**src/rtl/rxf_pkg.sv**
```systemverilog
package rxf_pkg;

    // Write-side packet state
    typedef enum logic [1:0] {
        WS_IDLE = 2'd0,
        WS_RECV = 2'd1,
        WS_OVFL = 2'd2
    } wr_state_e;

    // End-of-packet decision
    typedef enum logic [1:0] {
        DEC_NONE   = 2'd0,
        DEC_COMMIT = 2'd1,
        DEC_DROP   = 2'd2
    } end_dec_e;

endpackage

```
**src/rtl/rxf_store.sv**
```systemverilog
module rxf_store #(
    parameter int DATA_W = 8,
    parameter int DEPTH  = 128
) (
    input  logic                     clk,
    input  logic                     we,
    input  logic [$clog2(DEPTH)-1:0] waddr,
    input  logic [DATA_W-1:0]        wdata,
    input  logic [$clog2(DEPTH)-1:0] raddr,
    output logic [DATA_W-1:0]        rdata
);
    logic [DATA_W-1:0] mem [DEPTH];

    always_ff @(posedge clk) begin
        if (we) begin
            mem[waddr] <= wdata;
        end
    end

    assign rdata = mem[raddr];
endmodule

```
**src/rtl/rxf_wr_ctrl.sv**
```systemverilog
module rxf_wr_ctrl
    import rxf_pkg::*;
#(
    parameter int DEPTH = 128
) (
    input  logic                     clk,
    input  logic                     rst_n,
    input  logic                     tog_clear,
    input  logic                     wr_en,
    input  logic                     end_strobe,
    input  logic                     end_crc_ok,
    input  logic                     end_pid_data1,
    input  logic [$clog2(DEPTH):0]   rptr,
    output logic                     mem_we,
    output logic [$clog2(DEPTH)-1:0] mem_waddr,
    output logic [$clog2(DEPTH):0]   wptr_c,
    output logic                     full,
    output logic                     overflow,
    output logic                     exp_toggle
);
    localparam int AW = $clog2(DEPTH);
    localparam logic [AW:0] DEPTH_V = (AW+1)'(DEPTH);

    wr_state_e   state, state_nx;
    end_dec_e    dec;
    logic [AW:0] wptr_s;
    logic [AW:0] occ_s;

    // Fullness is measured from the tentative pointer
    assign occ_s = wptr_s - rptr;
    assign full  = (occ_s == DEPTH_V);

    // State register
    always_ff @(posedge clk or negedge rst_n) begin
        if (!rst_n) begin
            state <= WS_IDLE;
        end else begin
            state <= state_nx;
        end
    end

    // Next state
    always_comb begin
        state_nx = state;
        unique case (state)
            WS_IDLE: begin
                if (end_strobe)          state_nx = WS_IDLE;
                else if (wr_en && full)  state_nx = WS_OVFL;
                else if (wr_en)          state_nx = WS_RECV;
            end
            WS_RECV: begin
                if (end_strobe)          state_nx = WS_IDLE;
                else if (wr_en && full)  state_nx = WS_OVFL;
            end
            WS_OVFL: begin
                if (end_strobe)          state_nx = WS_IDLE;
            end
            default:                     state_nx = WS_IDLE;
        endcase
    end

    // Outputs and decision
    always_comb begin
        overflow = 1'b0;
        mem_we   = 1'b0;
        dec      = DEC_NONE;
        unique case (state)
            WS_IDLE, WS_RECV: begin
                mem_we = wr_en && !full && !end_strobe;
                if (end_strobe) begin
                    dec = (end_crc_ok && (end_pid_data1 == exp_toggle))
                          ? DEC_COMMIT : DEC_DROP;
                end
            end
            WS_OVFL: begin
                overflow = 1'b1;
                if (end_strobe) dec = DEC_DROP;
            end
            default: dec = DEC_NONE;
        endcase
    end

    assign mem_waddr = wptr_s[AW-1:0];

    // Tentative and committed pointers
    always_ff @(posedge clk or negedge rst_n) begin
        if (!rst_n) begin
            wptr_s <= '0;
            wptr_c <= '0;
        end else begin
            unique case (dec)
                DEC_COMMIT: wptr_c <= wptr_s;
                DEC_DROP:   wptr_s <= wptr_c;
                default: begin
                    if (mem_we) wptr_s <= wptr_s + 1'b1;
                end
            endcase
        end
    end

    // Expected data toggle
    always_ff @(posedge clk or negedge rst_n) begin
        if (!rst_n) begin
            exp_toggle <= 1'b0;
        end else if (tog_clear) begin
            exp_toggle <= 1'b0;
        end else if (dec == DEC_COMMIT) begin
            exp_toggle <= ~exp_toggle;
        end
    end
endmodule

```
**src/rtl/rxf_rd_ctrl.sv**
```systemverilog
module rxf_rd_ctrl #(
    parameter int DEPTH = 128
) (
    input  logic                     clk,
    input  logic                     rst_n,
    input  logic                     rd_en,
    input  logic [$clog2(DEPTH):0]   wptr_c,
    output logic [$clog2(DEPTH):0]   rptr,
    output logic [$clog2(DEPTH)-1:0] raddr,
    output logic                     empty,
    output logic [$clog2(DEPTH):0]   level
);
    localparam int AW = $clog2(DEPTH);

    logic pop;

    assign level = wptr_c - rptr;
    assign empty = (wptr_c == rptr);
    assign pop   = rd_en && !empty;
    assign raddr = rptr[AW-1:0];

    always_ff @(posedge clk or negedge rst_n) begin
        if (!rst_n) begin
            rptr <= '0;
        end else if (pop) begin
            rptr <= rptr + 1'b1;
        end
    end
endmodule

```
**src/rtl/rx_pkt_fifo.sv**
```systemverilog
module rx_pkt_fifo #(
    parameter int DATA_W = 8,
    parameter int DEPTH  = 128
) (
    input  logic                     clk,
    input  logic                     rst_n,
    input  logic                     tog_clear,
    input  logic                     wr_en,
    input  logic [DATA_W-1:0]        wr_data,
    output logic                     full,
    output logic                     overflow,
    input  logic                     end_strobe,
    input  logic                     end_crc_ok,
    input  logic                     end_pid_data1,
    output logic                     exp_toggle,
    input  logic                     rd_en,
    output logic [DATA_W-1:0]        rd_data,
    output logic                     empty,
    output logic [$clog2(DEPTH):0]   level
);
    localparam int AW = $clog2(DEPTH);

    logic          mem_we;
    logic [AW-1:0] mem_waddr;
    logic [AW-1:0] mem_raddr;
    logic [AW:0]   wptr_c;
    logic [AW:0]   rptr;

    rxf_wr_ctrl #(.DEPTH(DEPTH)) u_wr (
        .clk           (clk),
        .rst_n         (rst_n),
        .tog_clear     (tog_clear),
        .wr_en         (wr_en),
        .end_strobe    (end_strobe),
        .end_crc_ok    (end_crc_ok),
        .end_pid_data1 (end_pid_data1),
        .rptr          (rptr),
        .mem_we        (mem_we),
        .mem_waddr     (mem_waddr),
        .wptr_c        (wptr_c),
        .full          (full),
        .overflow      (overflow),
        .exp_toggle    (exp_toggle)
    );

    rxf_rd_ctrl #(.DEPTH(DEPTH)) u_rd (
        .clk    (clk),
        .rst_n  (rst_n),
        .rd_en  (rd_en),
        .wptr_c (wptr_c),
        .rptr   (rptr),
        .raddr  (mem_raddr),
        .empty  (empty),
        .level  (level)
    );

    rxf_store #(.DATA_W(DATA_W), .DEPTH(DEPTH)) u_mem (
        .clk   (clk),
        .we    (mem_we),
        .waddr (mem_waddr),
        .wdata (wr_data),
        .raddr (mem_raddr),
        .rdata (rd_data)
    );
endmodule

```
**config.mk**
```make
export PLATFORM = sky130hd
export DESIGN_NAME = rx_pkt_fifo
export DESIGN_NICKNAME = d
export VERILOG_FILES = /design/src/rtl/rxf_pkg.sv /design/src/rtl/rxf_store.sv /design/src/rtl/rxf_wr_ctrl.sv /design/src/rtl/rxf_rd_ctrl.sv /design/src/rtl/rx_pkt_fifo.sv
export SDC_FILE = /design/constraint.sdc
export NUM_CORES = 1
export LEC_CHECK = 0
export BUFFER_PORTS_ARGS = -buffer_cell sky130_fd_sc_hd__buf_2
export CORE_MARGIN = 2
export CORE_UTILIZATION = 55
export CTS_CLUSTER_DIAMETER = 40
export DETAILED_ROUTE_END_ITERATION = 6
export GPL_ROUTABILITY_DRIVEN = 0
export GPL_TIMING_DRIVEN = 0
export HOLD_SLACK_MARGIN = 0.15
export PLACE_DENSITY = 0.79
export SYNTH_ARGS = -nofsm -noshare
export SYNTH_HDL_FRONTEND = slang
export SYNTH_SLANG_ARGS = --single-unit
export TNS_END_PERCENT = 50
```
**constraint.sdc**
```tcl
create_clock -name clk -period 6.2 [get_ports clk]
set_input_delay 0.93 -clock clk [delete_from_list [all_inputs] [get_ports clk]]
set_output_delay 0.93 -clock clk [all_outputs]
set_load 0.005 [all_outputs]
```
==> impl_metrics.py, run 1 <==
metrics = {
    "floorplanning": {
        "start_util_pct": 55.5,
        "row_count": 100,
        "die_area_um2": 77200,
        "die_w_um": 278,
        "die_y_um": 278,
        "ios": 36,
        "coreArea_um2": 74300,
    },
    "setup_path": {
        "start_kind": "flip-flop",
        "cp-end-kind": "flip-flop",
        "timing.rr.end": "u_mem.mem[57][5]",
        "path_class": "reg2reg",
        "r2r_cells": 13,
        "worstReg2RegStart": "u_rd.rptr[3]",
        "arrival_ns": 6.00,
        "ff2ff_setup_slack_ns": 0.49,
        "crit_fanout": 10,
        "cp.required_ns": 6.49,
    },
    "synthesis": {
        "syn_nets": 1875,
        "synth_top_flop_cell": "edfxtp_1",
        "synth_edf_count": 1024,
        "ys_seq_area_share_pct": 76.2,
        "netlist_instances": 1842,
        "synth_cell_types": 49,
        "async_flop_share_pct": 2.57,
        "ys_seq_elements": 1051,
        "ys_warn_count": 0,
        "syn-cell-area_um2": 41200,
        "synth.avg_cell_area_um2": 22.4,
    },
    "place": {
        "dpl-instance-area_um2": 42900,
        "detailed_place_hpwl_um": 61900,
        "dp_slack_ns": 0.683,
        "dp_cells": 2854,
        "portBuffers": 34,
    },
    "clock_network": {
        "ctsHoldBuffers": 0,
        "cts-root-buf": "clkbuf_16",
        "numCtsBuffers": 117,
        "clock_latency_ns": 0.69,
        "cts.repair.resized": 0,
        "clk_path_buf_depth": 3,
        "clkSinkCount": 1051,
        "htreeDepth": 3,
        "cts_setup_buffers": 0,
        "clk_pin_slew_ns": 0.06,
        "cts_tree": "yes",
    },
    "cells_and_area": {
        "syn2layout_area_growth_pct": 14.0,
        "drive_gt1_share_pct": 30.3,
        "instances_no_fill": 3078,
        "finalNetCount": 2037,
        "fin_area_um2": 47000,
        "utilization_pct": 63.2,
    },
    "drt": {
        "ant_nets": 0,
        "firstDrtPassIters": 6,
        "first_iter_violations": 3239,
        "avgRoutedWirePerCell_um": 32.5,
        "wl_um": 100000,
        "routed_via_density": 6.72,
        "vias": 20700,
        "drc": 0,
    },
    "sta": {
        "fin_crit_sh_pct": 92.0,
        "slew_violations": 0,
        "tightest_slew_ns": 1.11,
        "maxSlewHeadroom_pct": 26.1,
        "hold_violations": 0,
        "rsz0062_at_grt": "no",
        "fin_ws_ns": 0.494,
        "finalSetupViolCount": 0,
        "period_needed_ns": 5.71,
        "clock_skew_ns": 0.0257,
        "setup_tns_ns": 0,
        "clock.fmax_ghz": 0.175,
        "hold_slack_ns": 0.275,
    },
    "global_route": {
        "grt_first_pass_wirelength_um": 147000,
        "first_global_vias": 21000,
        "grt_usage_pct": 26.4,
        "grt_max_degree": 108,
        "antenna_found_initial": 3,
        "grt-ovfl-total": 0,
    },
    "power": {
        "p_total_mw": 21.6,
        "p_sw_mw": 6.57,
        "internal_power_mw": 15.0,
        "p_seq_share_pct": 37.2,
        "power_per_cell_area_nw_per_um2": 460,
        "sw_frac_of_total_pct": 30.4,
        "p_leak_nw": 14.8,
        "peakVddDrop_uv": 260,
        "pwr-share-comb_pct": 29.1,
        "clkPwrFrac_pct": 33.7,
    },
    "flow_run": {
        "cap_violations": 0,
    },
    "outcome": {
        "status": "finished, final reports clean",
    },
    "hold_path": {
        "holdCritPathClass": "in2async",
    },
}
critical path, stage by stage (launching register included):
cell	delay (ns)
dfrtp_1	0.43
buf_1	0.66
clkbuf_1	0.67
inv_1	0.30
ha_1	0.43
a21o_1	0.19
a21oi_1	0.13
o21ai_1	0.12
a31o_2	0.28
o2111ai_2	0.17
buf_2	0.30
nand4b_2	0.42
buf_2	0.44
nor2_1	0.76
cells by family (layout without fill, tap and decap cells):
family          after synthesis  after routing  share of synthesized area [%]
flops                      1051           1051                           76.2
mux                         329            329                           17.7
simple gates                245            245                           2.72
buf+inv                     107            372                           1.31
compound gates               75             75                           1.16
xor+xnor                     18             18                          0.382
fa+ha+maj                    17             17                          0.534
other cells                   0              2                              0
sequential cells by signal (all words and copies together) (netlist names):
signal / cells
u_wr.wptr_c: 8
u_mem.mem: 1024
u_wr.state: 2
u_rd.rptr: 8
u_wr.exp_toggle: 1
u_wr.wptr_s: 8
area by class of cell:
class	count	area [µm²]
antenna	2	5.00
multi-input combinational	684	9290
clock buffer	128	2990
fill	4617	27300
buffer	92	484
inverter	15	56.3
sequential	1051	31400
clock inverter	94	1130
timing repair buffer	43	410
tap	969	1210
Yosys cell counts, types with 3 or more instances:
cell type | instances | area [µm²]
edfxtp_1 | 1024 | 30700
mux4_2 | 320 | 7210
nor2_1 | 141 | 529
buf_2 | 39 | 195
o22ai_1 | 32 | 200
nand2_1 | 29 | 109
dfrtp_1 | 27 | 676
clkbuf_1 | 24 | 90.1
nand3_1 | 20 | 100
buf_4 | 16 | 120
ha_1 | 16 | 200
inv_1 | 14 | 52.6
o21ai_0 | 12 | 60.1
xnor2_1 | 12 | 105
buf_1 | 9 | 33.8
nand4_1 | 9 | 56.3
a21oi_1 | 8 | 40.0
nor2b_1 | 8 | 50.1
nor4_1 | 8 | 50.1
mux2_2 | 7 | 78.8
xor2_1 | 6 | 52.6
a21o_1 | 5 | 37.5
a31oi_1 | 5 | 31.3
and2_1 | 4 | 25.0
buf_6 | 4 | 45.0
or3_1 | 4 | 25.0
and3_1 | 3 | 18.8
and4_1 | 3 | 26.3
nand2b_1 | 3 | 18.8
nor3_1 | 3 | 15.0
o211ai_1 | 3 | 22.5
placed cells by master (no fill, tap or decap), types with 4 or more instances in the layout:
cell           n
inv_1         14
nor2_1       141
clkbuf_16    118
clkinv_4      12
nor2b_1        8
nand2_1       29
or3_1          4
ha_1          16
a21oi_1        8
xor2_1         6
xnor2_1       12
buf_16         7
and2_1         4
buf_2         65
clkinv_1      10
bufinv_16     18
edfxtp_1    1024
mux2_2         7
nor4_1         8
clkinvlp_4    12
inv_8          5
mux4_2       320
buf_4         25
o22ai_1       32
nand4_1        9
a21o_1         5
inv_6         18
dfrtp_1       27
clkbuf_1      34
buf_1          9
clkinv_2      15
buf_6          4
o21ai_0       12
nand3_1       20
a31oi_1        5
worst max path at each step:
stage	startpoint	end	slack, ns	cells after the start
after floorplan	u_rd.rptr[1]	u_mem.mem[95][0]	2.31	13
after CTS	u_rd.rptr[1]	u_mem.mem[57][7]	0.64	14
after global placement	u_rd.rptr[1]	u_mem.mem[95][2]	0.22	13
after detailed placement	u_rd.rptr[1]	u_mem.mem[57][7]	0.68	14
final	u_rd.rptr[3]	u_mem.mem[57][5]	0.49	13
after global routing	u_rd.rptr[3]	u_mem.mem[57][5]	0.32	13
power groups by stage:
stage          logic [mW]  clock network (mW)  registers (mW)
5_1_grt              6.50                7.60            8.05
6_report             6.28                7.29            8.04
4_1_cts              6.21                7.33            8.03
2_1_floorplan        4.05                   0            8.14
3_3_place_gp         5.97                   0            8.18
3_5_place_dp         6.10                   0            8.18
routing by layer:
layer	wire length [µm]	track usage, %	part of all wire [%]	up-vias
li1	-	-	-	8143
met1	36300	36.4	36	10700
met2	48900	42.5	49	1539
met3	11200	6.05	11	269
met4	3630	8.62	3.6	2
met5	13	0	0.013	-
No activity file was read; power rests on OpenSTA's default activity.
==> inputs of run 2 (changes only) <==
--- a/config.mk
+++ b/config.mk
@@ -8,6 +8,7 @@
 export BUFFER_PORTS_ARGS = -buffer_cell sky130_fd_sc_hd__buf_2
 export CORE_MARGIN = 2
 export CORE_UTILIZATION = 55
+export CTS_BUF_LIST = sky130_fd_sc_hd__clkbuf_4 sky130_fd_sc_hd__clkbuf_8
 export CTS_CLUSTER_DIAMETER = 40
 export DETAILED_ROUTE_END_ITERATION = 6
 export GPL_ROUTABILITY_DRIVEN = 0
@@ -16,5 +17,6 @@
 export PLACE_DENSITY = 0.79
 export SYNTH_ARGS = -nofsm -noshare
 export SYNTH_HDL_FRONTEND = slang
+export SYNTH_HIERARCHICAL = 1
 export SYNTH_SLANG_ARGS = --single-unit
 export TNS_END_PERCENT = 50
==> constraint.sdc (replaced) <==
create_clock -name clk -period 6.84 [get_ports clk]
set_input_delay 1.026 -clock clk [delete_from_list [all_inputs] [get_ports clk]]
set_output_delay 1.026 -clock clk [all_outputs]
set_load 0.005 [all_outputs]
==> run 2 against run 1 <==
- combinational power is 4.3% lower
- register-to-register slack better by 0.67 ns
- design area is 1.3% lower
- critical path depth is 6 lower
- global-route usage is 1.2 points lower
- sequential power is 9.1% lower
- largest cell class unchanged
- largest power group unchanged
==> impl_metrics.py, run 2 <==
metrics = {
    "clock_network": {
        "clkSinkCount": 1051,
        "clock_latency_ns": 0.83,
        "cts.repair.resized": 0,
        "cts-root-buf": "clkbuf_8",
        "htreeDepth": 4,
        "cts_tree": "yes",
        "clk_pin_slew_ns": 0.06,
        "numCtsBuffers": 164,
        "clk_path_buf_depth": 3,
    },
    "sta": {
        "clock_skew_ns": 0.0364,
        "setup_tns_ns": 0,
        "hold_violations": 0,
        "fin_crit_sh_pct": 89.8,
        "rsz0062_at_grt": "no",
        "slew_violations": 0,
        "finalSetupViolCount": 0,
        "maxSlewHeadroom_pct": 5.17,
        "clock.fmax_ghz": 0.163,
        "tightest_slew_ns": 1.41,
        "period_needed_ns": 6.14,
    },
    "global_route": {
        "grtUsageMet2_pct": 40.4,
        "grt_usage_pct": 25.2,
        "first_global_vias": 20800,
        "grt_first_pass_wirelength_um": 139000,
        "grt_max_degree": 99,
        "grt-busiest-layer": "met2",
        "grt_util_met1_pct": 32.5,
        "antenna_found_initial": 5,
        "met3_usage_pct": 8.25,
        "grt-ovfl-total": 0,
    },
    "setup_path": {
        "arrival_ns": 5.12,
        "crit_fanout": 10,
        "cp_slowest_stage_delay_ns": 0.95,
        "path_common_cell": "mux4_2",
        "start_kind": "flip-flop",
        "cp.required_ns": 5.81,
        "cp_cell_sequence": "clkbuf_1, buf_1, mux4_2, mux4_2, mux4_2, mux2_2, buf_2",
        "critical_path.slowest_cell": "clkbuf_1",
        "cp-end-kind": "output pin",
        "path_class": "reg2out",
    },
    "synthesis": {
        "syn_nets": 1886,
        "synth_most_common_cell": "edfxtp_1",
        "ys_warn_count": 6,
        "ys_seq_area_share_pct": 75.6,
        "synth_common_cells": "edfxtp_1, mux4_2, nor2_1",
        "synth_cell_types": 48,
        "synth_top_area_share_pct": 74.0,
        "synthTopCellsByArea": "edfxtp_1, mux4_2, dfrtp_1",
        "syn-cell-area_um2": 41600,
        "synth.avg_cell_area_um2": 22.4,
        "netlist_instances": 1853,
        "synth_top_flop_cell": "edfxtp_1",
        "synth_edf_count": 1024,
        "ys_seq_elements": 1051,
        "async_flop_share_pct": 2.57,
        "synth_top_cell_by_area": "edfxtp_1",
    },
    "place": {
        "detailed_place_hpwl_um": 63300,
        "portBuffers": 35,
    },
    "cells_and_area": {
        "utilization_pct": 62.2,
        "finalNetCount": 2097,
        "drive_gt1_share_pct": 31.9,
        "most-common-layout-cells": "edfxtp_1, mux4_2, clkbuf_8",
        "syn2layout_area_growth_pct": 11.7,
        "top_register": "u_mem/mem",
        "largest_register_ffs": 1024,
        "layout_commonest_cell": "edfxtp_1",
    },
    "drt": {
        "vias": 20400,
        "wl_um": 95700,
        "routed_via_density": 6.45,
        "firstDrtPassIters": 6,
        "avgRoutedWirePerCell_um": 30.3,
        "ant_nets": 0,
        "drc": 0,
        "first_iter_violations": 2503,
    },
    "power": {
        "peakVddDrop_uv": 175,
        "power_per_cell_area_nw_per_um2": 397,
        "p_leak_nw": 14.5,
    },
    "floorplanning": {
        "row_count": 100,
        "start_util_pct": 55.7,
        "ios": 36,
        "die_area_um2": 77800,
        "die_y_um": 279,
        "die_w_um": 279,
        "coreArea_um2": 74600,
    },
    "outcome": {
        "status": "finished, final reports clean",
    },
    "hold_path": {
        "holdCritPathClass": "in2reg",
    },
    "flow_run": {
        "cap_violations": 0,
    },
}
run 2: path summary, 6_finish.rpt:
path	startpoint	endpoint	slack (ns)	depth (start not counted)
max in group asynchronous	rst_n	u_rd/rptr[5]	5.69	2
min in group asynchronous	rst_n	u_wr/wptr_s[0]	0.74	2
hold / removal	tog_clear	u_wr/exp_toggle	0.35	2
hold reg to reg	u_wr/wptr_c[0]	u_wr/wptr_c[0]	0.54	2
setup / recovery	u_rd/rptr[2]	rd_data[2]	0.70	7
setup reg to reg	u_rd/rptr[2]	u_mem/mem[108][7]	1.16	15
run 2: critical path, delay by kind of cell, from the launching register on:
kind                   cells  cell delay, ns
buffers and inverters      3            1.83
flip-flops                 1            0.56
multiplexers               4            1.87
run 2: cell type report:
cell class,instances,area (µm²)
inverters,21,78.8
plain buffers,108,542
well taps,969,1210
multi-input cells,673,9520
clock buffers,210,2610
fillers,4822,28200
repair buffers,45,430
clock inverters,81,582
diodes,1,2.50
flip-flops and latches,1051,31400
run 2: logic make-up (layout without fill, tap and decap cells):
group / after synthesis / count (layout) / share of synthesized area, %
flip-flops: 1051 / 1051 / 75.6
multiplexers: 352 / 352 / 18.6
AND/OR/NAND/NOR: 238 / 238 / 2.53
buffers and inverters: 129 / 465 / 1.49
AO/OA/AOI/OAI: 47 / 47 / 0.780
XOR/XNOR: 19 / 19 / 0.400
adder cells (fa/ha/maj): 17 / 17 / 0.530
other: 0 / 1 / 0
run 2: metrics by stage:
stage               instances  total power [mW]  area [µm²]  hold slack [ns]  setup slack [ns]
global route             3159              19.0       46400            0.306             0.614
global placement         2857              13.2       42900            0.502              1.47
detailed placement       2865              13.4       43200            0.539              1.40
floorplan                1853              11.3       41600            0.472              2.94
finish                   3159              18.4       46400            0.352             0.695
CTS                      3157              18.5       46400            0.275             0.652
run 2: routing by layer:
| layer | part of all wire (%) | wire length (µm) | vias up |
|---|---|---|---|
| li1 | - | - | 8262 |
| met1 | 35 | 33800 | 10600 |
| met2 | 49 | 47300 | 1265 |
| met3 | 12 | 11300 | 203 |
| met4 | 3.5 | 3310 | 4 |
| met5 | 0.027 | 26 | - |
run 2: repair_timing:
| item | in CTS | in global routing |
|---|---|---|
| hold buffers | 1 | 0 |
| endpoints found under the hold margin | 6 | 0 |
| buffers inserted | 0 | 0 |
run 2: where the power goes:
part / switching, mW / internal [mW] / total (mW)
combinational: 3.30 / 2.71 / 6.01
sequential: 0.118 / 7.19 / 7.31
clock: 2.42 / 2.68 / 5.10
total: 5.83 / 12.6 / 18.4
